===== config.mk =====
export PLATFORM = sky130hd
export DESIGN_NAME = sram_x1_ctrl
export DESIGN_NICKNAME = d
export VERILOG_FILES = /design/src/rtl/sram_x1_pkg.sv /design/src/rtl/sram_x1_timer.sv /design/src/rtl/sram_x1_rdcap.sv /design/src/rtl/sram_x1_ctrl.sv
export SDC_FILE = /design/constraint.sdc
export NUM_CORES = 1
export LEC_CHECK = 0
export ABC_AREA = 1
export CORE_MARGIN = 5
export CORE_UTILIZATION = 40
export DETAILED_ROUTE_END_ITERATION = 6
export DONT_BUFFER_PORTS = 1
export PLACE_DENSITY = 0.52
export SYNTH_ARGS = -nofsm -noshare
export SYNTH_HDL_FRONTEND = slang
export SYNTH_HIERARCHICAL = 1
export SYNTH_SLANG_ARGS = --single-unit

===== constraint.sdc =====
create_clock -name clk_i -period 2.6 [get_ports clk_i]
set_input_delay 0.13 -clock clk_i [delete_from_list [all_inputs] [get_ports clk_i]]
set_output_delay 0.13 -clock clk_i [all_outputs]
set_load 0.01 [all_outputs]

===== src/rtl/sram_x1_pkg.sv =====
`timescale 1ns/1ps
package sram_x1_pkg;
  typedef enum logic [2:0] {
    ST_IDLE, ST_RD_SETUP, ST_RD_WAIT, ST_WR_SETUP, ST_WR_PULSE, ST_WR_RECOVER
  } seq_state_e;

  function automatic int unsigned ns_to_cyc(int unsigned ns, int unsigned clk_ns);
    return (ns + clk_ns - 1) / clk_ns;
  endfunction

  function automatic int unsigned max2(int unsigned a, int unsigned b);
    return (a > b) ? a : b;
  endfunction
endpackage


===== src/rtl/sram_x1_timer.sv =====
`timescale 1ns/1ps
module sram_x1_timer #(
  parameter int unsigned CNT_W = 4
) (
  input  logic             clk_i,
  input  logic             rst_ni,
  input  logic             load_i,
  input  logic [CNT_W-1:0] load_val_i,
  output logic             done_o
);
  logic [CNT_W-1:0] cnt_q;

  always_ff @(posedge clk_i or negedge rst_ni) begin
    if (!rst_ni)             cnt_q <= '0;
    else if (load_i)         cnt_q <= load_val_i;
    else if (cnt_q != '0)    cnt_q <= cnt_q - 1'b1;
  end

  assign done_o = (cnt_q == '0);


  timer_no_wrap_chk: assert property (@(posedge clk_i) disable iff (!rst_ni)
    (!load_i && cnt_q == '0) |=> (cnt_q == '0));
endmodule


===== src/rtl/sram_x1_rdcap.sv =====
`timescale 1ns/1ps
module sram_x1_rdcap (
  input  logic clk_i,
  input  logic rst_ni,
  input  logic cap_i,
  input  logic dout_i,
  output logic rsp_valid_o,
  output logic rsp_rdata_o
);
  always_ff @(posedge clk_i or negedge rst_ni) begin
    if (!rst_ni) begin
      rsp_valid_o <= 1'b0;
      rsp_rdata_o <= 1'b0;
    end else begin
      rsp_valid_o <= cap_i;
      if (cap_i) rsp_rdata_o <= dout_i;
    end
  end


  rsp_pulse_chk: assert property (@(posedge clk_i) disable iff (!rst_ni)
    rsp_valid_o |=> !rsp_valid_o);
endmodule


===== src/rtl/sram_x1_ctrl.sv =====
`timescale 1ns/1ps
module sram_x1_ctrl
  import sram_x1_pkg::*;
#(
  parameter int unsigned ADDR_W    = 16,
  parameter int unsigned CLK_NS    = 4,
  parameter int unsigned T_AA_NS   = 25,
  parameter int unsigned T_RC_NS   = 25,
  parameter int unsigned T_PWE_NS  = 15,
  parameter int unsigned T_SCE_NS  = 20,
  parameter int unsigned T_SD_NS   = 10,
  parameter int unsigned T_WC_NS   = 20
) (
  input  logic              clk_i,
  input  logic              rst_ni,
  input  logic              req_valid_i,
  output logic              req_ready_o,
  input  logic              req_write_i,
  input  logic [ADDR_W-1:0] req_addr_i,
  input  logic              req_wdata_i,
  output logic              rsp_valid_o,
  output logic              rsp_rdata_o,
  output logic [ADDR_W-1:0] mem_addr_o,
  output logic              mem_ce_no,
  output logic              mem_we_no,
  output logic              mem_din_o,
  input  logic              mem_dout_i
);
  localparam int unsigned RD_CYC_RAW = ns_to_cyc(max2(T_AA_NS, T_RC_NS), CLK_NS);
  localparam int unsigned RD_CYC     = max2(RD_CYC_RAW, 1);
  localparam int unsigned PW_CYC_RAW = ns_to_cyc(max2(max2(T_PWE_NS, T_SCE_NS), T_SD_NS), CLK_NS);
  localparam int unsigned PW_CYC     = max2(PW_CYC_RAW, 1);
  localparam int unsigned WC_CYC     = ns_to_cyc(T_WC_NS, CLK_NS);
  localparam int unsigned REC_CYC    = (WC_CYC > PW_CYC + 2) ? WC_CYC - PW_CYC - 1 : 1;
  localparam int unsigned MAX_CYC    = max2(max2(RD_CYC, PW_CYC), REC_CYC);
  localparam int unsigned CNT_W      = $clog2(MAX_CYC + 1);

  seq_state_e        st_q, st_d;
  logic              tmr_load, tmr_done, cap;
  logic [CNT_W-1:0]  tmr_val;
  logic              accept;

  assign req_ready_o = (st_q == ST_IDLE);
  assign accept      = req_valid_i && req_ready_o;

  always_comb begin
    st_d    = st_q;
    tmr_load = 1'b0;
    tmr_val  = '0;
    cap      = 1'b0;
    unique case (st_q)
      ST_IDLE:     if (req_valid_i) st_d = req_write_i ? ST_WR_SETUP : ST_RD_SETUP;
      ST_RD_SETUP: begin
        st_d = ST_RD_WAIT;
        tmr_load = 1'b1;
        tmr_val  = CNT_W'(RD_CYC - 1);
      end
      ST_RD_WAIT:  if (tmr_done) begin
        st_d = ST_IDLE;
        cap  = 1'b1;
      end
      ST_WR_SETUP: begin
        st_d = ST_WR_PULSE;
        tmr_load = 1'b1;
        tmr_val  = CNT_W'(PW_CYC - 1);
      end
      ST_WR_PULSE: if (tmr_done) begin
        st_d = ST_WR_RECOVER;
        tmr_load = 1'b1;
        tmr_val  = CNT_W'(REC_CYC - 1);
      end
      ST_WR_RECOVER: if (tmr_done) st_d = ST_IDLE;
      default:     st_d = ST_IDLE;
    endcase
  end

  // pins are registered from the next state so they never glitch
  always_ff @(posedge clk_i or negedge rst_ni) begin
    if (!rst_ni) begin
      st_q       <= ST_IDLE;
      mem_addr_o <= '0;
      mem_din_o  <= 1'b0;
      mem_ce_no  <= 1'b1;
      mem_we_no  <= 1'b1;
    end else begin
      st_q      <= st_d;
      mem_ce_no <= !(st_d inside {ST_RD_WAIT, ST_WR_PULSE, ST_WR_RECOVER});
      mem_we_no <= (st_d != ST_WR_PULSE);
      if (accept) begin
        mem_addr_o <= req_addr_i;
        if (req_write_i) mem_din_o <= req_wdata_i;
      end
    end
  end

  sram_x1_timer #(.CNT_W(CNT_W)) u_timer (
    .clk_i      (clk_i),
    .rst_ni     (rst_ni),
    .load_i     (tmr_load),
    .load_val_i (tmr_val),
    .done_o     (tmr_done)
  );

  sram_x1_rdcap u_rdcap (
    .clk_i       (clk_i),
    .rst_ni      (rst_ni),
    .cap_i       (cap),
    .dout_i      (mem_dout_i),
    .rsp_valid_o (rsp_valid_o),
    .rsp_rdata_o (rsp_rdata_o)
  );


  we_needs_ce_chk: assert property (@(posedge clk_i) disable iff (!rst_ni)
    !mem_we_no |-> !mem_ce_no);

  idle_deselect_chk: assert property (@(posedge clk_i) disable iff (!rst_ni)
    req_ready_o |-> (mem_ce_no && mem_we_no));

  addr_stable_chk: assert property (@(posedge clk_i) disable iff (!rst_ni)
    (!mem_ce_no && !$past(mem_ce_no)) |-> $stable(mem_addr_o));

  din_hold_chk: assert property (@(posedge clk_i) disable iff (!rst_ni)
    !mem_we_no |=> $stable(mem_din_o));

  we_ends_write_chk: assert property (@(posedge clk_i) disable iff (!rst_ni)
    $rose(mem_ce_no) |-> $past(mem_we_no));

  rd_we_high_chk: assert property (@(posedge clk_i) disable iff (!rst_ni)
    (st_q == ST_RD_WAIT) |-> mem_we_no);
endmodule


==> impl_metrics.yaml, run 1 <==
sta:
  fin_setup_tns_ps: 0
  max_slew_margin: 0.526
  rsz0062_at_grt: "false"
  hold_viol: 0
  setup_violations: 0
  fin_crit_sh: 0.763
  min_period_ps: 1980
  worst_pin_slew_ps: 704
  fmax_mhz: 504
  drv_slew: 0
  whs_ps: 16.6
  skew_ps: 8.51
global_routing:
  grt_max_degree: 28
  grt_pass1_vias: 1126
  grt_pass1_wl_microns: 5070
  overflow: 0
  antenna_found_initial: 0
  track_usage: 0.146
cts:
  clkTransAtPathRegs_ps: 160
  cts.htree.levels: 1
  cts_resized: 0
  numCtsBuffers: 3
  cts_tree: "done"
  clockBufferDepth: 2
  clock-root-buffer: "clkbuf_4"
  cts_sinks: 27
  clock_latency_ps: 320
layout:
  mostFrequentLayoutCell: "nand2_1"
  drive_gt1_frac: 0.227
  stdcell_count: 231
  nFillCells: 286
  fin_util: 0.535
  final_cell_area_sq_mm: 0.00176
  area_growth_syn_to_layout_pct: 31.2
  antennaDiodeCount: 0
  layout_common_cells: "nand2_1 (48), dlygate4sd3_1 (36), dfrtp_1 (25), nand2_2 (17), nand3_1 (13)"
  layout.nets: 210
worst_setup_path:
  critPathMaxFanout: 18
  startpoint_type: "register"
  worstSetupEndpointType: "register"
  rr_worst_depth: 6
  critPathKind: "reg -> reg"
  crit_chain: "inv_2 > nand2_2 > nor2_4 > nand3_1 > dlygate4sd3_1 > nand2_1"
  max_stage_delay_ps: 620
  worstPathArrival_ps: 2260
  cp.required_ps: 2870
  cp_slowest_cell: "dlygate4sd3_1"
hold_path:
  hp-class: "in -> reg"
  hold_depth: 2
route:
  wl_microns: 3080
  wl_per_cell_microns: 13.3
  num_vias: 1113
  via_per_inst: 4.82
  firstDrtPassIters: 4
  drt_iter0_drc: 24
  ant_nets: 0
  drc: 0
synthesis:
  syn_nets: 172
  syn-instance-count: 148
  ys_ff_latch: 27
  avgSynthCellArea_sq_um: 9.05
  yosysWarnings: 6
  synth.distinct_cells: 22
  synth_area_sq_mm: 0.00134
  synth.yosys.seq_area_share: 0.507
run_status:
  status: "completed"
floorplanning:
  dieHeight_microns: 67.9
  start_util: 0.408
  core_sq_mm: 0.00328
  die-area_sq_mm: 0.00460
  rows: 21
  die_w_microns: 67.9
  ios: 44
power:
  power_density_mw_per_mm2: 1090
  cellLeakagePower_nw: 0.812
  vdd_ir_drop_max_mv: 0.454
placed_design:
  place_inst: 190
  gp_congestion: 0.846
  portBuffers: 0
  hpwl_microns: 1870
  place_area_sq_mm: 0.00135
flow_run:
  drv_cap: 0
## report_power, final
part           internal [mW]  switching (mW)  leakage (nW)  total (mW)
clock                 0.0586           0.125        0.0139       0.184
combinational          0.340           0.510         0.465       0.849
sequential             0.632           0.244         0.333       0.876
## path summary, 6_finish.rpt
| check | from | endpoint | slack (ps) |
|---|---|---|---|
| hold reg to reg | u_timer/cnt_q[1] | u_timer/cnt_q[1] | 500 |
| hold / removal | req_write_i | st_q[1] | 20 |
| setup reg to reg | st_q[2] | mem_addr_o[12] | 620 |
| setup / recovery | st_q[2] | mem_addr_o[12] | 620 |
| max in group asynchronous | rst_ni | mem_we_no | 2150 |
| min in group asynchronous | rst_ni | u_rdcap/rsp_rdata_o | 220 |
## kinds of logic (layout without fill, tap and decap cells)
family	after synthesis	count (layout)	synth area share
AO/OA/AOI/OAI	4	4	0.0149
buffers and inverters	17	54	0.0748
flip-flops	27	27	0.507
other	1	1	0.00280
adder cells (fa/ha/maj)	2	2	0.0187
AND/OR/NAND/NOR	97	97	0.382
## timing repair
action	4_1_cts	5_1_grt
hold buffers	37	0
hold endpoints to repair	46	0
setup buffers	0	0
## critical path: cells and delay by family (launching register included)
| family | cells | cell delay (ps) |
|---|---|---|
| and+or+nand+nor | 4 | 770 |
| buffers and inverters | 2 | 700 |
| DFF | 1 | 460 |
## registers in the layout, indices dropped and copies added (netlist names)
register             count
mem_addr_o              16
st_q                     3
u_timer/cnt_q            3
mem_ce_no                1
mem_din_o                1
mem_we_no                1
u_rdcap/rsp_rdata_o      1
u_rdcap/rsp_valid_o      1
## synth_stat cells
| cell type | instances | area (sq um) |
|---|---|---|
| a21oi_1 | 1 | 5.00 |
| buf_12 | 1 | 20.0 |
| buf_4 | 2 | 15.0 |
| buf_8 | 1 | 15.0 |
| clkinv_2 | 1 | 5.00 |
| conb_1 | 1 | 3.75 |
| dfrtp_1 | 25 | 626 |
| dfstp_2 | 2 | 52.6 |
| ha_1 | 2 | 25.0 |
| inv_1 | 9 | 33.8 |
| inv_2 | 3 | 11.3 |
| nand2_1 | 48 | 180 |
| nand2_2 | 17 | 106 |
| nand3_1 | 13 | 65.1 |
| nand3_2 | 9 | 90.1 |
| nand3_4 | 1 | 17.5 |
| nand4_1 | 1 | 6.26 |
| nor2_1 | 3 | 11.3 |
| nor2_2 | 3 | 18.8 |
| nor2_4 | 1 | 11.3 |
| nor3_1 | 1 | 5.00 |
| o21ai_0 | 3 | 15.0 |
## layer usage
| layer | part of all wire | track usage |
|---|---|---|
| met5 | 0 | 0 |
| met4 | 0.0075 | 0.0248 |
| met3 | 0.050 | 0.0263 |
| met2 | 0.55 | 0.286 |
| met1 | 0.40 | 0.166 |
## final cells by class
class | instances | area [sq um] | area share
inverters | 13 | 50.0 | 0.0285
flip-flops and latches | 27 | 678 | 0.386
multi-input cells | 104 | 561 | 0.319
clock buffers | 3 | 22.5 | 0.0128
repair buffers | 37 | 380 | 0.217
well taps | 46 | 57.6 | 0.0328
clock inverters | 1 | 7.51 | 0.00427
## through the flow
| step | setup slack, ps | power, mW |
|---|---|---|
| 2_1_floorplan | 1110 | 1.52 |
| 3_3_place_gp | 1020 | 1.59 |
| 3_5_place_dp | 956 | 1.62 |
| 4_1_cts | 700 | 1.91 |
| 5_1_grt | 499 | 2.07 |
| 6_report | 616 | 1.91 |
(Power assumes the default switching activity.)
==> run 2, diff against run 1 <==
==> constraint.sdc (replaced) <==
create_clock -name clk_i -period 2 [get_ports clk_i]
set_input_delay 0.1 -clock clk_i [delete_from_list [all_inputs] [get_ports clk_i]]
set_output_delay 0.1 -clock clk_i [all_outputs]
set_load 0.01 [all_outputs]
==> impl_metrics.yaml, run 2 (synthesis results as in run 1) <==
cts:
  cts_sinks: 27
  clkTransAtPathRegs_ps: 160
  cts_tree: "done"
  numCtsBuffers: 3
  clock-root-buffer: "clkbuf_4"
  cts.htree.levels: 1
  clockBufferDepth: 2
  cts_setup_buffers: 0
  clock_latency_ps: 320
worst_setup_path:
  critPathBufInv: 2
  worstPathArrival_ps: 2140
  critPathKind: "reg -> reg"
  max_stage_delay_ps: 610
  rr_worst_depth: 6
  cp_slowest_cell: "dlygate4sd3_1"
  crit_chain: "inv_2 > nand2_2 > nor2_4 > nand3_1 > dlygate4sd3_1 > nand2_1"
  startpoint_type: "register"
  critPathMaxFanout: 10
  cpLargestDelayFamily: "buffers and inverters"
  worstSetupEndpointType: "register"
  r2r_start: "st_q[2]"
  r2r_end: "mem_addr_o[12]"
  regToRegSetupSlack_ps: 140
  cp.required_ps: 2270
floorplanning:
  rows: 21
  die-area_sq_mm: 0.00460
  start_util: 0.408
  core_sq_mm: 0.00328
  die_w_microns: 67.9
  dieHeight_microns: 67.9
  ios: 44
global_routing:
  overflow: 0
  grt_pass1_wl_microns: 5110
  track_usage: 0.147
  antenna_found_initial: 0
  grt_max_degree: 28
  grt_pass1_vias: 1132
sta:
  whs_ps: 130
  hold_viol: 0
  worst_pin_slew_ps: 714
  fin_crit_sh: 0.932
  drv_slew: 0
  skew_ps: 4.04
  fin_setup_tns_ps: 0
  fmax_mhz: 536
  setup_violations: 0
  rsz0062_at_grt: "false"
  max_slew_margin: 0.519
  worst_slack_ps: 136
  min_period_ps: 1860
hold_path:
  hold_depth: 2
  hp-start: "req_valid_i"
  holdPathEnd: "mem_we_no"
  hp-class: "in -> reg"
route:
  drc: 0
  wl_per_cell_microns: 14.0
  num_vias: 1146
  firstDrtPassIters: 4
  ant_nets: 0
  via_per_inst: 4.88
  drt_iter0_drc: 20
  wl_microns: 3300
layout:
  mostFrequentLayoutCell: "nand2_1"
  area_growth_syn_to_layout_pct: 34.3
  largest_registers: "mem_addr_o x16, st_q x3, u_timer/cnt_q x3"
  stdcell_count: 235
  largest_reg_flops: 16
  layout.nets: 214
  regMostFlops: "mem_addr_o"
  drive_gt1_frac: 0.228
  antennaDiodeCount: 0
  layout_common_cells: "nand2_1 (48), dlygate4sd3_1 (39), dfrtp_1 (25), nand2_2 (17), nand3_1 (13)"
  fin_util: 0.547
placed_design:
  portBuffers: 0
  place_inst: 190
  pre_cts_slack_ps: 356
  hpwl_microns: 1870
  gp_congestion: 0.846
power:
  cellLeakagePower_nw: 0.823
  vdd_ir_drop_max_mv: 0.598
  power_density_mw_per_mm2: 1420
run_status:
  status: "completed"
flow_run:
  drv_cap: 0
-- run 2: changes by cell type in the layout (fill, tap and decap cells not counted), sizes merged --
cell,previous run,this run
dlygate4sd3,36,39
nor2,7,8
-- run 2: per-stage QoR --
step	power, mW	area, sq um
2_1_floorplan	1.98	1340
3_3_place_gp	2.07	1350
3_5_place_dp	2.10	1350
4_1_cts	2.50	1790
5_1_grt	2.76	1800
6_report	2.56	1800
-- run 2: final cells by class --
| type | count | area [sq um] |
|---|---|---|
| fillers | 284 | 1490 |
| clock buffers | 3 | 22.5 |
| repair buffers | 40 | 410 |
| clock inverters | 1 | 7.51 |
| inverters | 13 | 50.0 |
| flip-flops and latches | 27 | 678 |
| well taps | 46 | 57.6 |
| multi-input cells | 105 | 572 |
-- run 2: repair_timing --
action                                  in CTS  in global routing
endpoints found under the setup margin       0                 10
hold buffers                                40                  0
endpoints found under the hold margin       46                  0
resized for setup                            0                  1
-- run 2: power by group --
group,internal (mW),switching [mW]
clock,0.0762,0.167
sequential,0.821,0.330
combinational,0.466,0.696
total,1.36,1.19
-- run 2: per-layer routing --
layer,track usage,share of wire
met1,0.165,0.40
met2,0.284,0.54
met3,0.0279,0.053
met4,0.0298,0.012
met5,0,0
-- run 2: worst max-delay path by stage --
stage | startpoint | to | depth (start not counted)
finish | st_q[2] | mem_addr_o[12] | 6
global route | st_q[2] | mem_addr_o[12] | 6
CTS | st_q[2] | mem_addr_o[11] | 6
detailed placement | u_timer/cnt_q[0] | u_timer/cnt_q[1] | 9
global placement | u_timer/cnt_q[0] | u_timer/cnt_q[1] | 9
floorplan | u_timer/cnt_q[0] | u_timer/cnt_q[1] | 9
-- run 2: worst register-to-register path: cells and delay by family, from the launching register on --
family,cells,cell delay [ps]
AND/OR/NAND/NOR,4,660
flip-flops,1,470
buffers and inverters,2,690
